### config.mk
export PLATFORM = sky130hd
export DESIGN_NAME = cal_link_regs
export DESIGN_NICKNAME = d
export VERILOG_FILES = /design/src/rtl/cal_link_pkg.sv /design/src/rtl/cal_wr_decode.sv /design/src/rtl/cal_pair.sv /design/src/rtl/cal_rd_mux.sv /design/src/rtl/cal_link_regs.sv
export SDC_FILE = /design/constraint.sdc
export NUM_CORES = 1
export LEC_CHECK = 0
export BUFFER_PORTS_ARGS = -buffer_cell sky130_fd_sc_hd__buf_2
export CELL_PAD_IN_SITES_DETAIL_PLACEMENT = 0
export CELL_PAD_IN_SITES_GLOBAL_PLACEMENT = 2
export CORE_MARGIN = 2
export CORE_UTILIZATION = 33
export DETAILED_ROUTE_END_ITERATION = 6
export GPL_ROUTABILITY_DRIVEN = 1
export HOLD_SLACK_MARGIN = 0.12
export PLACE_DENSITY_LB_ADDON = 0.1
export SYNTH_ARGS = -nofsm -noshare
export SYNTH_HDL_FRONTEND = slang
export SYNTH_SLANG_ARGS = --single-unit
### constraint.sdc
create_clock -name clk -period 1.8 [get_ports clk]
set_clock_uncertainty 0.05 [all_clocks]
set_input_delay 0 -clock clk [delete_from_list [all_inputs] [get_ports clk]]
set_output_delay 0 -clock clk [all_outputs]
set_load 0.05 [all_outputs]
### src/rtl/cal_link_pkg.sv
package cal_link_pkg;

  // Register kind selected by address bit 1
  typedef enum logic {
    KIND_OFFSET = 1'b0,
    KIND_GAIN   = 1'b1
  } cal_kind_e;

  // Channel selected by address bit 0
  typedef enum logic {
    CHAN_PRIMARY   = 1'b0,
    CHAN_SECONDARY = 1'b1
  } cal_chan_e;

  // Pair index from instance and kind
  function automatic int unsigned pair_index(input int unsigned inst, input cal_kind_e kind);
    return inst * 2 + int'(kind);
  endfunction

endpackage

### src/rtl/cal_wr_decode.sv
module cal_wr_decode #(
  parameter int ADDR_W    = 8,
  parameter int NUM_PAIRS = 4
) (
  input  logic                 clk,
  input  logic                 rst,
  input  logic [ADDR_W-1:0]    addr,
  input  logic                 we,
  output logic                 mapped_o,
  output logic [NUM_PAIRS-1:0] wr0_o,
  output logic [NUM_PAIRS-1:0] wr1_o
);
  localparam int MAP_SIZE = NUM_PAIRS * 2;
  localparam int SEL_W    = $clog2(MAP_SIZE);
  localparam int PW       = (SEL_W > 1) ? SEL_W - 1 : 1;

  logic [PW-1:0] pidx;
  logic          hit;

  assign mapped_o = (addr < ADDR_W'(MAP_SIZE));
  assign pidx     = addr[SEL_W-1:1];
  assign hit      = we && mapped_o;

  for (genvar p = 0; p < NUM_PAIRS; p++) begin : g_pair_sel
    assign wr0_o[p] = hit && (pidx == PW'(p)) && (addr[0] == cal_link_pkg::CHAN_PRIMARY);
    assign wr1_o[p] = hit && (pidx == PW'(p)) && (addr[0] == cal_link_pkg::CHAN_SECONDARY);
  end


  single_strobe_chk: assert property (@(posedge clk) disable iff (rst)
    $onehot0({wr0_o, wr1_o}));


  unmapped_quiet_chk: assert property (@(posedge clk) disable iff (rst)
    !mapped_o |-> ({wr0_o, wr1_o} == '0));

endmodule

### src/rtl/cal_pair.sv
module cal_pair #(
  parameter int DATA_W = 8
) (
  input  logic              clk,
  input  logic              rst,
  input  logic              wr0_i,
  input  logic              wr1_i,
  input  logic [DATA_W-1:0] wdata_i,
  output logic [DATA_W-1:0] ch0_q,
  output logic [DATA_W-1:0] ch1_q,
  output logic              linked_q
);

  always_ff @(posedge clk) begin
    if (rst) begin
      ch0_q    <= '0;
      ch1_q    <= '0;
      linked_q <= 1'b1;
    end else begin
      if (wr0_i) begin
        ch0_q <= wdata_i;
        if (linked_q) ch1_q <= wdata_i;
      end
      if (wr1_i) begin
        ch1_q    <= wdata_i;
        linked_q <= 1'b0;
      end
    end
  end


  mirror_chk: assert property (@(posedge clk) disable iff (rst)
    (wr0_i && !wr1_i && linked_q) |=> (ch1_q == $past(wdata_i)) && (ch0_q == $past(wdata_i)));


  direct_break_chk: assert property (@(posedge clk) disable iff (rst)
    (wr1_i && !wr0_i) |=> !linked_q && (ch1_q == $past(wdata_i)) && $stable(ch0_q));


  unlinked_hold_chk: assert property (@(posedge clk) disable iff (rst)
    (wr0_i && !wr1_i && !linked_q) |=> $stable(ch1_q));


  link_sticky_chk: assert property (@(posedge clk) disable iff (rst)
    !linked_q |=> !linked_q);


  idle_hold_chk: assert property (@(posedge clk) disable iff (rst)
    (!wr0_i && !wr1_i) |=> $stable(ch0_q) && $stable(ch1_q) && $stable(linked_q));

endmodule

### src/rtl/cal_rd_mux.sv
module cal_rd_mux #(
  parameter int ADDR_W    = 8,
  parameter int DATA_W    = 8,
  parameter int NUM_PAIRS = 4
) (
  input  logic                        clk,
  input  logic                        rst,
  input  logic [ADDR_W-1:0]           addr,
  input  logic                        mapped_i,
  input  logic [NUM_PAIRS*DATA_W-1:0] ch0_i,
  input  logic [NUM_PAIRS*DATA_W-1:0] ch1_i,
  output logic [DATA_W-1:0]           rdata_o
);
  localparam int SEL_W = $clog2(NUM_PAIRS * 2);
  localparam int PW    = (SEL_W > 1) ? SEL_W - 1 : 1;

  logic [PW-1:0]     pidx;
  logic [DATA_W-1:0] sel_val;

  assign pidx = addr[SEL_W-1:1];

  always_comb begin
    sel_val = '0;
    for (int p = 0; p < NUM_PAIRS; p++) begin
      if (pidx == PW'(p)) begin
        sel_val = addr[0] ? ch1_i[p*DATA_W +: DATA_W] : ch0_i[p*DATA_W +: DATA_W];
      end
    end
  end

  always_ff @(posedge clk) begin
    if (rst)           rdata_o <= '0;
    else if (mapped_i) rdata_o <= sel_val;
    else               rdata_o <= '0;
  end


  unmapped_zero_chk: assert property (@(posedge clk) disable iff (rst)
    !mapped_i |=> (rdata_o == '0));

endmodule

### src/rtl/cal_link_regs.sv
module cal_link_regs #(
  parameter int DATA_W   = 8,
  parameter int NUM_INST = 2,
  parameter int ADDR_W   = 8
) (
  input  logic                       clk,
  input  logic                       rst,
  input  logic [ADDR_W-1:0]          bus_addr,
  input  logic [DATA_W-1:0]          bus_wdata,
  input  logic                       bus_we,
  output logic [DATA_W-1:0]          bus_rdata,
  output logic [NUM_INST*DATA_W-1:0] off_ch0_o,
  output logic [NUM_INST*DATA_W-1:0] off_ch1_o,
  output logic [NUM_INST*DATA_W-1:0] gain_ch0_o,
  output logic [NUM_INST*DATA_W-1:0] gain_ch1_o
);
  import cal_link_pkg::*;

  localparam int NUM_PAIRS = NUM_INST * 2;

  logic                        mapped;
  logic [NUM_PAIRS-1:0]        wr0;
  logic [NUM_PAIRS-1:0]        wr1;
  logic [NUM_PAIRS-1:0]        linked;
  logic [NUM_PAIRS*DATA_W-1:0] ch0_all;
  logic [NUM_PAIRS*DATA_W-1:0] ch1_all;

  cal_wr_decode #(.ADDR_W(ADDR_W), .NUM_PAIRS(NUM_PAIRS)) u_dec (
    .clk      (clk),
    .rst      (rst),
    .addr     (bus_addr),
    .we       (bus_we),
    .mapped_o (mapped),
    .wr0_o    (wr0),
    .wr1_o    (wr1)
  );

  for (genvar i = 0; i < NUM_INST; i++) begin : g_inst
    for (genvar k = 0; k < 2; k++) begin : g_kind
      localparam int P = i * 2 + k;

      cal_pair #(.DATA_W(DATA_W)) u_pair (
        .clk      (clk),
        .rst      (rst),
        .wr0_i    (wr0[P]),
        .wr1_i    (wr1[P]),
        .wdata_i  (bus_wdata),
        .ch0_q    (ch0_all[P*DATA_W +: DATA_W]),
        .ch1_q    (ch1_all[P*DATA_W +: DATA_W]),
        .linked_q (linked[P])
      );

      if (k == int'(KIND_OFFSET)) begin : g_off
        assign off_ch0_o[i*DATA_W +: DATA_W] = ch0_all[P*DATA_W +: DATA_W];
        assign off_ch1_o[i*DATA_W +: DATA_W] = ch1_all[P*DATA_W +: DATA_W];
      end else begin : g_gain
        assign gain_ch0_o[i*DATA_W +: DATA_W] = ch0_all[P*DATA_W +: DATA_W];
        assign gain_ch1_o[i*DATA_W +: DATA_W] = ch1_all[P*DATA_W +: DATA_W];
      end
    end
  end

  cal_rd_mux #(.ADDR_W(ADDR_W), .DATA_W(DATA_W), .NUM_PAIRS(NUM_PAIRS)) u_rd (
    .clk      (clk),
    .rst      (rst),
    .addr     (bus_addr),
    .mapped_i (mapped),
    .ch0_i    (ch0_all),
    .ch1_i    (ch1_all),
    .rdata_o  (bus_rdata)
  );


  reset_state_chk: assert property (@(posedge clk)
    rst |=> (ch0_all == '0) && (ch1_all == '0) && (&linked) && (bus_rdata == '0));


  one_link_drop_chk: assert property (@(posedge clk) disable iff (rst)
    $countones($past(linked) & ~linked) <= 1);

endmodule

==> flow_metrics.tcl <==
set metrics [dict create \
    comb_power_share 0.075 \
    synth_seq_cells 76 \
    synthesis.area_mm2 0.003516 \
    critPathMaxFanout 8 \
    path_class "input port to flop" \
    status "complete, no violations" \
    hpwlAfterDp_um 6649 \
    setup_viol 0 \
    coreArea_mm2 0.01032 \
    cts_tree "done" \
    grt_first_pass_wirelength_um 15540 \
    critical_path_buf_inv_count 2 \
    routed_wl_um 10050 \
    htree_levels 3 \
    n_antenna_cell 0 \
    critical-path-max-stage-delay_ps 530 \
    synth_nets 344 \
    synthCells 325 \
    timing.final.crit_share 0.8618 \
    drcViolationCount 0 \
    max_slew_margin 0.6051 \
    synth_cell_type_count 29 \
    required_ps 1970 \
    tns_ps 0 \
    switching_share 0.2619 \
    hold_path_class "input port to flop" \
    synth-edff-count 0 \
    p_leak_nw 2.177 \
    antenna_found_initial 0 \
    grt_start_max_net_pins 66 \
    clkLatencyLatePin_ps 350 \
    drt-pass1-iter-count 4 \
    cp.arrival_ps 1720 \
    layout_min_cycle_time_ps 1551 \
    synth_common_cells "88 x mux2i_1, 76 x dfxtp_1, 74 x nand2b_1, 11 x o22ai_1" \
    design_area_mm2 0.004378 \
    io_pins 91 \
    yosysTopAreaCellShare 0.4327 \
    start_util 0.3406 \
    regArea_mm2 0.001521 \
    fmax_mhz 644.7 \
    drive_above_1_share 0.3106 \
    hold_viol 0 \
    synthTopCellsByArea "dfxtp_1 43%, mux2i_1 25%, nand2b_1 13%" \
    seq_power_share 0.545 \
    numCtsBuffers 9 \
    ir_worst_vdd_v 0.0002715 \
    powerDensity_mw_per_mm2 705.6 \
    wire_per_inst_um 17.91 \
    ys_warn_count 0 \
    cts_root_buffer "clkbuf_8" \
    synth_top_cell_by_area "dfxtp_1" \
    viasPerCell 4.831 \
    cts_setup_buffers 0 \
    cp-start-kind "input port" \
    dpl_cell_area_mm2 0.004101 \
    fin_util 0.4241 \
    cts.path.max_buffers 2 \
    async_flop_share 0 \
    worstPathCellList "dlygate4sd3_1 -> buf_2 -> nor3b_2 -> nand3_2 -> mux2i_1" \
    p_sw_mw 0.8089 \
    cts_sinks 76 \
    synth-seq-area-share 0.4327 \
    first_iter_violations 79 \
    clk_transition_reported_paths_ps 80 \
    die_w_um 107.2 \
    yosysMostFrequentCell "mux2i_1" \
    die_h_um 107.2 \
    slowest_stage "dlygate4sd3_1" \
    rsz0062_at_grt "false" \
    worstSetupEndpointType "flop" \
    syn_avg_cell_area_um2 10.82 \
    grt_usage 0.1805 \
    fin_nets 439 \
    routed-via-count 2710 \
    grt_overflow 0 \
    multiInputGateArea_mm2 0.001872 \
    p_int_mw 2.280 \
    place_congestion 0.7399 \
    clock_power_share 0.379 \
    drv_slew 0 \
    die_area_mm2 0.01150 \
    yosys_most_used_dff "dfxtp_1" \
    portBuffers 90 \
    tightestPinTransition_ps 592.1 \
    area_growth_pct 24.52 \
    grt_pass1_vias 2715 \
    fillers 1020 \
    drv_cap 0 \
    crit_family "simple AND/OR/NAND/NOR gates" \
    antenna_left 0 \
    num_rows 37 \
]
cell type report:
class / count / share of cell area
clock inverters: 6 / 0.008860
clock buffers: 10 / 0.02915
flip-flops and latches: 76 / 0.3475
repair buffers: 111 / 0.1480
well taps: 136 / 0.03887
multi-input cells: 222 / 0.4276
state kept, by name, summed over array words and instances, names as in the netlist:
register,count
g_inst.g_kind.u_pair.ch0_q,32
g_inst.g_kind.u_pair.linked_q,4
g_inst.g_kind.u_pair.ch1_q,32
u_rd.rdata_o,8
stage by stage:
step / power (mW) / setup WS [ps] / std cells / hold slack (ps)
6_report: 3.089 / 248.8 / 561 / 237.0
3_5_place_dp: 1.941 / 327.5 / 534 / 402.8
2_1_floorplan: 1.872 / 275.3 / 325 / 129.2
4_1_cts: 3.119 / 255.2 / 561 / 230.4
5_1_grt: 3.191 / 169.9 / 561 / 293.1
3_3_place_gp: 1.942 / 364.8 / 534 / 412.6
tightest hold or removal path, cell delays in order:
cell and delay (ps):
buf_2 200, mux4_2 250, mux2i_1 60, nor2b_1 90
power by group through the flow:
stage                     registers, mW  clock network, mW  logic [mW]
after floorplan                    1.73                  0       0.139
after global placement             1.72                  0       0.218
after detailed placement           1.72                  0       0.217
after CTS                          1.68               1.20       0.236
after global routing               1.69               1.25       0.251
final                              1.68               1.17       0.233
path summary, 6_finish.rpt:
path	startpoint	end	slack (ps)	depth (start not counted)
worst max-delay path	bus_addr[4]	g_inst[1].g_kind[1].u_pair.ch0_q[6]	250	5
worst min-delay path	bus_addr[0]	u_rd.rdata_o[4]	240	4
worst max register to register	g_inst[0].g_kind[1].u_pair.ch1_q[5]	u_rd.rdata_o[5]	490	3
worst min register to register	g_inst[0].g_kind[1].u_pair.ch1_q[5]	g_inst[0].g_kind[1].u_pair.ch1_q[5]	440	2
layout by cell type (no fill, tap or decap), drive strengths merged, types with 3 or more instances in the layout:
| master | n |
|---|---|
| clkinv | 3 |
| a21oi | 4 |
| dlygate4sd3 | 11 |
| buf | 100 |
| mux4 | 4 |
| o21a | 6 |
| clkbuf | 10 |
| o22ai | 11 |
| nor2 | 9 |
| and2 | 3 |
| o2111ai | 3 |
| dfxtp | 76 |
| nor2b | 4 |
| nand3 | 4 |
| mux2i | 88 |
| nand2b | 74 |
metal layers:
layer,up-vias,routed length (µm),track usage,share of wire
li1,1313,-,-,-
met3,10,360,0.02736,0.036
met2,72,4601,0.2794,0.46
met1,1315,4964,0.2557,0.49
met5,-,0,0,0
met4,0,124,0.06122,0.012
kinds of logic (layout without fill, tap and decap cells):
kind of cell / after synthesis / in the layout / synth area share
simple gates: 101 / 101 / 0.1847
buf+inv: 27 / 127 / 0.03488
flops: 76 / 76 / 0.4327
compound gates: 28 / 28 / 0.06832
mux: 93 / 93 / 0.2794
what timing repair did:
item / 4_1_cts / 5_1_grt
gates resized for setup: 0 / 0
hold endpoints to repair: 68 / 0
endpoints found under the setup margin: 0 / 0
hold buffers: 11 / 0
Note: power is estimated with default switching activity, not from simulation.
